$ cat config.mk
export PLATFORM = sky130hd
export DESIGN_NAME = ais_win_det
export DESIGN_NICKNAME = d
export VERILOG_FILES = /design/src/rtl/ais_pkg.sv /design/src/rtl/ais_win_ctr.sv /design/src/rtl/ais_zero_ctr.sv /design/src/rtl/ais_flag.sv /design/src/rtl/ais_win_det.sv
export SDC_FILE = /design/constraint.sdc
export NUM_CORES = 1
export LEC_CHECK = 0
export BUFFER_PORTS_ARGS = -buffer_cell sky130_fd_sc_hd__buf_4
export CAP_MARGIN = 5
export CORE_AREA = 4 4 65 67
export CTS_CLUSTER_SIZE = 30
export DETAILED_ROUTE_END_ITERATION = 6
export DIE_AREA = 0 0 69 71
export SYNTH_ARGS = -nofsm -noshare
export SYNTH_HDL_FRONTEND = slang
export SYNTH_SLANG_ARGS = --single-unit
$ cat constraint.sdc
create_clock -name clk_i -period 1.98 [get_ports clk_i]
set_input_delay 0 -clock clk_i [delete_from_list [all_inputs] [get_ports clk_i]]
set_output_delay 0 -clock clk_i [all_outputs]
set_load 0.01 [all_outputs]
$ cat src/rtl/ais_pkg.sv
package ais_pkg;

    typedef enum logic [1:0] {
        MODE_IDLE = 2'b00,
        MODE_E1   = 2'b01,
        MODE_T1   = 2'b10,
        MODE_RSVD = 2'b11
    } ais_mode_e;

    // Control bundle shared by the window and count stages.
    typedef struct packed {
        logic active;   // E1 or T1 selected
        logic t1;       // T1 limits apply
        logic restart;  // mode moved since last cycle
        logic clr;      // hold counters and flag at zero
    } ais_ctl_t;

    function automatic logic mode_is_active(logic [1:0] m);
        return (m == MODE_E1) || (m == MODE_T1);
    endfunction

    function automatic int pick(logic t1, int e1_val, int t1_val);
        return t1 ? t1_val : e1_val;
    endfunction

    function automatic int imax(int a, int b);
        return (a > b) ? a : b;
    endfunction

endpackage

$ cat src/rtl/ais_win_ctr.sv
module ais_win_ctr
    import ais_pkg::*;
#(
    parameter int E1_WIN = 512,
    parameter int T1_WIN = 4632,
    parameter int POS_W  = 13
) (
    input  logic             clk_i,
    input  logic             rst_i,
    input  logic             clr_i,
    input  logic             t1_sel_i,
    input  logic             bit_vld_i,
    output logic [POS_W-1:0] pos_o,
    output logic             win_end_o
);

    logic [POS_W-1:0] pos_q;
    logic [POS_W-1:0] last_pos;

    assign last_pos  = POS_W'(pick(t1_sel_i, E1_WIN, T1_WIN) - 1);
    assign win_end_o = !clr_i && bit_vld_i && (pos_q == last_pos);
    assign pos_o     = pos_q;

    always_ff @(posedge clk_i) begin
        if (rst_i || clr_i) begin
            pos_q <= '0;
        end else if (bit_vld_i) begin
            pos_q <= win_end_o ? '0 : pos_q + 1'b1;
        end
    end

endmodule

$ cat src/rtl/ais_zero_ctr.sv
module ais_zero_ctr
    import ais_pkg::*;
#(
    parameter int E1_THR = 3,
    parameter int T1_THR = 5,
    parameter int ZC_W   = 3
) (
    input  logic            clk_i,
    input  logic            rst_i,
    input  logic            clr_i,
    input  logic            t1_sel_i,
    input  logic            bit_vld_i,
    input  logic            bit_i,
    input  logic            win_end_i,
    output logic [ZC_W-1:0] zeros_o
);

    logic [ZC_W-1:0] cnt_q;
    logic [ZC_W-1:0] thr;
    logic [ZC_W-1:0] sum;
    logic            inc;

    assign thr = ZC_W'(pick(t1_sel_i, E1_THR, T1_THR));
    assign inc = bit_vld_i && !bit_i;
    assign sum = cnt_q + ZC_W'(inc);
    // Window total including the bit on the input now, held at the threshold.
    assign zeros_o = (sum > thr) ? thr : sum;

    always_ff @(posedge clk_i) begin
        if (rst_i || clr_i || win_end_i) begin
            cnt_q <= '0;
        end else if (bit_vld_i) begin
            cnt_q <= zeros_o;
        end
    end

endmodule

$ cat src/rtl/ais_flag.sv
module ais_flag
    import ais_pkg::*;
#(
    parameter int E1_THR = 3,
    parameter int T1_THR = 5,
    parameter int ZC_W   = 3
) (
    input  logic            clk_i,
    input  logic            rst_i,
    input  logic            clr_i,
    input  logic            t1_sel_i,
    input  logic            win_end_i,
    input  logic [ZC_W-1:0] zeros_i,
    output logic            ais_o
);

    logic [ZC_W-1:0] thr;
    logic            ais_q;

    assign thr   = ZC_W'(pick(t1_sel_i, E1_THR, T1_THR));
    assign ais_o = ais_q;

    always_ff @(posedge clk_i) begin
        if (rst_i || clr_i) begin
            ais_q <= 1'b0;
        end else if (win_end_i) begin
            ais_q <= (zeros_i < thr);
        end
    end

endmodule

$ cat src/rtl/ais_win_det.sv
module ais_win_det
    import ais_pkg::*;
#(
    parameter int E1_WIN = 512,
    parameter int T1_WIN = 4632,
    parameter int E1_THR = 3,
    parameter int T1_THR = 5
) (
    input  logic       clk_i,
    input  logic       rst_i,
    input  logic [1:0] mode_i,
    input  logic       bit_vld_i,
    input  logic       bit_i,
    output logic       ais_o
);

    localparam int WIN_MAX = imax(E1_WIN, T1_WIN);
    localparam int POS_W   = $clog2(WIN_MAX);
    localparam int THR_MAX = imax(E1_THR, T1_THR);
    localparam int ZC_W    = $clog2(THR_MAX + 2);

    logic [1:0]       mode_q;
    ais_ctl_t         ctl;
    logic [POS_W-1:0] pos_q;
    logic             win_end;
    logic [ZC_W-1:0]  win_zeros;

    always_ff @(posedge clk_i) begin
        mode_q <= mode_i;
    end

    always_comb begin
        ctl.active  = mode_is_active(mode_i);
        ctl.t1      = (mode_i == MODE_T1);
        ctl.restart = !rst_i && (mode_i != mode_q);
        ctl.clr     = ctl.restart || !ctl.active;
    end

    ais_win_ctr #(
        .E1_WIN (E1_WIN),
        .T1_WIN (T1_WIN),
        .POS_W  (POS_W)
    ) win_i (
        .clk_i     (clk_i),
        .rst_i     (rst_i),
        .clr_i     (ctl.clr),
        .t1_sel_i  (ctl.t1),
        .bit_vld_i (bit_vld_i),
        .pos_o     (pos_q),
        .win_end_o (win_end)
    );

    ais_zero_ctr #(
        .E1_THR (E1_THR),
        .T1_THR (T1_THR),
        .ZC_W   (ZC_W)
    ) zc_i (
        .clk_i     (clk_i),
        .rst_i     (rst_i),
        .clr_i     (ctl.clr),
        .t1_sel_i  (ctl.t1),
        .bit_vld_i (bit_vld_i),
        .bit_i     (bit_i),
        .win_end_i (win_end),
        .zeros_o   (win_zeros)
    );

    ais_flag #(
        .E1_THR (E1_THR),
        .T1_THR (T1_THR),
        .ZC_W   (ZC_W)
    ) flag_i (
        .clk_i     (clk_i),
        .rst_i     (rst_i),
        .clr_i     (ctl.clr),
        .t1_sel_i  (ctl.t1),
        .win_end_i (win_end),
        .zeros_i   (win_zeros),
        .ais_o     (ais_o)
    );

endmodule

==> results.yml <==
synth:
  synth_top_cell_area_share: 0.361
  ys_top_cells_by_area: "sky130_fd_sc_hd__dfxtp_1 (36%), sky130_fd_sc_hd__ha_1 (11%), sky130_fd_sc_hd__nor3_1 (7.6%), sky130_fd_sc_hd__xnor2_1 (7.5%), sky130_fd_sc_hd__xor2_1 (5.0%)"
  average_cell_area_after_synthesis_um2: 9.40
  postSynthRegisterBits: 19
  syn-cell-area_um2: 1050
  synth_top_cell_by_area: "sky130_fd_sc_hd__dfxtp_1"
  synth-warning-count: 0
  synthesis.nets: 127
  synth_seq_area_share: 0.361
  yosys.cell_count.top_type: "sky130_fd_sc_hd__dfxtp_1"
  post_synth_cell_types: 29
  synth_flop_cell: "sky130_fd_sc_hd__dfxtp_1"
  syn-instance-count: 112
  synth-edff-count: 0
  synth.cells.most_frequent: "sky130_fd_sc_hd__dfxtp_1 (19), sky130_fd_sc_hd__nor3_1 (16), sky130_fd_sc_hd__nand2_1 (12)"
  proportion_of_synthesized_flip_flops_having_asynchronous_set_or_reset: 0
worst_setup_path:
  cp_data_arrival_time_ps: 2070
  timing.critical_path.to_type: "flip-flop"
  worstReg2RegStart: "zc_i.cnt_q[0]"
  timing.setup.critical_path_class: "flip-flop to flip-flop"
  worstPathRequired_ps: 2130
  worst_setup_path_startpoint: "zc_i.cnt_q[0]"
  cp_max_fo: 3
  timing.critical_path.from_type: "flip-flop"
global_route:
  grt_use_total: 0.0983
  global_route.overflow_total: 0
  antenna_found_initial: 0
  first_pass_grt_wire_length_mm: 4.00
  grt_max_degree: 17
  grt_pass1_vias: 894
timing:
  min_period_ps: 1910
  final.period_utilization: 0.967
  max_freq_ghz: 0.522
  fin_worst_skew_ps: 7.09
  worst_slack_ps: 65.2
  drv_slew: 0
  final_setup_vio_count: 0
  grt_setup_unrepaired: "true"
  hold_slack_ps: 145
  tightestPinTransition_ps: 566
  worst_max_slew_margin_expressed_relative_to_the_limit: 0.622
  finalHoldViolCount: 0
layout:
  layout-area-overhead-vs-synth_pct: 27.5
  layout.area.seq_um2: 384
  antenna-diode-count: 0
  final_layout_size_suffix_gt1_frac: 0.248
  final.fill_count: 382
  footprint_of_the_multi_input_gates_um2: 693
  finish.cell_count_without_fillers: 177
  fin_nets: 145
placed_design:
  dp_hpwl_mm: 1.61
  place_worst_setup_slack_ps: -108
  cell_count_post_placement: 168
  port_buffers: 6
  place.gp.congestion: 0.842
die:
  floorplan.initialDensity: 0.290
  die_h_um: 71
  die_area_um2: 4900
  core_area_um2: 3630
  floorplan.io_pins: 7
  row_count: 22
  die_w_um: 69
clock_tree:
  cts_root_buffer: "sky130_fd_sc_hd__clkbuf_8"
  clock_path_buffers: 2
  cts.htree.levels: 1
  worstSkewPairLatency_ps: 270
  path_clk_slew_ps: 80
  cts.sinks: 19
  numCtsBuffers: 3
  tritoncts: "yes"
drt:
  vias: 838
  post-route-drc-count: 0
  drt_pass1_iterations: 4
  dr.first_iter.drc_count: 45
  final_antenna_net_count: 0
  detail_routed_via_count_per_cell: 4.73
  finalWirelength_mm: 2.26
  detail_route.wl_per_cell_um: 12.8
power_and_ir_drop:
  power-per-cell-area_nw_per_um2: 542
  total_leakage_power_nw: 0.452
  sequentialPowerShare: 0.530
  pwr-share-comb: 0.079
  internal_power_mw: 0.556
  max-vdd-ir-drop_v: 0.000181
  switching_power_mw: 0.171
  p_clk_frac: 0.391
  switching_power_share_of_the_total: 0.235
hold_path:
  min-delay-path-class: "input port to flip-flop"
  worst_hold_path_startpoint: "rst_i"
job:
  max-cap-violations: 0
status:
  outcome: "finished clean"
## cell usage in the layout (no fill, tap or decap), drive strengths merged
| cell | Yosys | layout |
|---|---|---|
| ha | 9 | 9 |
| nor2 | 4 | 4 |
| nand3 | 2 | 2 |
| nor4 | 4 | 4 |
| nor2b | 1 | 1 |
| dfxtp | 19 | 19 |
| xor2 | 6 | 6 |
| a21oi | 2 | 2 |
| clkinvlp | 0 | 1 |
| nor4bb | 1 | 1 |
| mux2 | 1 | 1 |
| or4 | 1 | 1 |
| and3 | 1 | 1 |
| or3 | 1 | 1 |
| nand2 | 12 | 12 |
| xnor2 | 9 | 9 |
| mux2i | 4 | 4 |
| clkbuf | 1 | 3 |
| inv | 5 | 5 |
| nor3 | 16 | 16 |
| nand4 | 4 | 4 |
| nand3b | 1 | 1 |
| or4b | 1 | 1 |
| dlygate4sd3 | 0 | 2 |
| nor4b | 1 | 1 |
| buf | 2 | 15 |
| o31ai | 1 | 1 |
| a211o | 1 | 1 |
| o221ai | 1 | 1 |
## state kept, by name, indices dropped and copies added (netlist names)
register	flops
win_i.pos_o	13
mode_q	2
zc_i.cnt_q	3
flag_i.ais_o	1
## critical path: stages (launching register included)
cell and delay, ps:
sky130_fd_sc_hd__dfxtp_4 360, sky130_fd_sc_hd__ha_4 160, sky130_fd_sc_hd__ha_4 170, sky130_fd_sc_hd__xnor2_4 210, sky130_fd_sc_hd__mux2_4 350, sky130_fd_sc_hd__ha_4 270, sky130_fd_sc_hd__a21oi_2 40, sky130_fd_sc_hd__o221ai_1 140
sky130_fd_sc_hd__mux2i_1 100
## worst paths after layout
kind | to | slack, ps | cells past startpoint
setup / recovery | flag_i.ais_o | 70 | 8
hold / removal | flag_i.ais_o | 150 | 5
setup reg to reg | flag_i.ais_o | 70 | 8
hold reg to reg | flag_i.ais_o | 480 | 2
## final cells by class
type | count | share of cell area
timing repair buffer | 17 | 0.102
tap | 48 | 0.0448
inverter | 5 | 0.0140
clock buffer | 3 | 0.0308
sequential | 19 | 0.286
clock inverter | 1 | 0.00560
multi-input combinational | 84 | 0.517
## power by group through the flow
| stage | clock, mW | sequential [mW] | combinational, mW |
|---|---|---|---|
| after floorplan | 0 | 0.395 | 0.0298 |
| after global placement | 0 | 0.395 | 0.0431 |
| after detailed placement | 0 | 0.396 | 0.0449 |
| after CTS | 0.295 | 0.387 | 0.0533 |
| after global routing | 0.312 | 0.386 | 0.0633 |
| final | 0.284 | 0.385 | 0.0575 |
## routing by layer
layer,vias to the layer above,GRT usage,part of all wire
met5,-,0,0
li1,429,-,-
met2,5,0.178,0.54
met3,4,0.0355,0.020
met1,400,0.110,0.43
met4,0,0.0217,0.0093
## through the flow
step	power (mW)	TNS, ps	area [um2]	util
floorplan	0.425	0	1050	-
global placement	0.438	-2.73	1160	0.318
detailed placement	0.440	-108	1160	0.318
CTS	0.735	0	1300	0.358
global route	0.761	-73.5	1340	0.369
finish	0.727	0	1340	0.369
## cells by family after synthesis
kind of cell / synth area share
compound gates: 0.0452
xor+xnor: 0.125
fa+ha+maj: 0.107
buf+inv: 0.0618
flops: 0.361
mux: 0.0488
simple gates: 0.251
## repair_timing
action / CTS / global route
endpoints found under the setup margin: 1 / 2
gates resized for setup: 9 / 7
setup buffers: 3 / 0
hold buffers: 2 / 0
pin swaps: 4 / 6
hold endpoints to repair: 2 / 0
(Power assumes the default switching activity.)
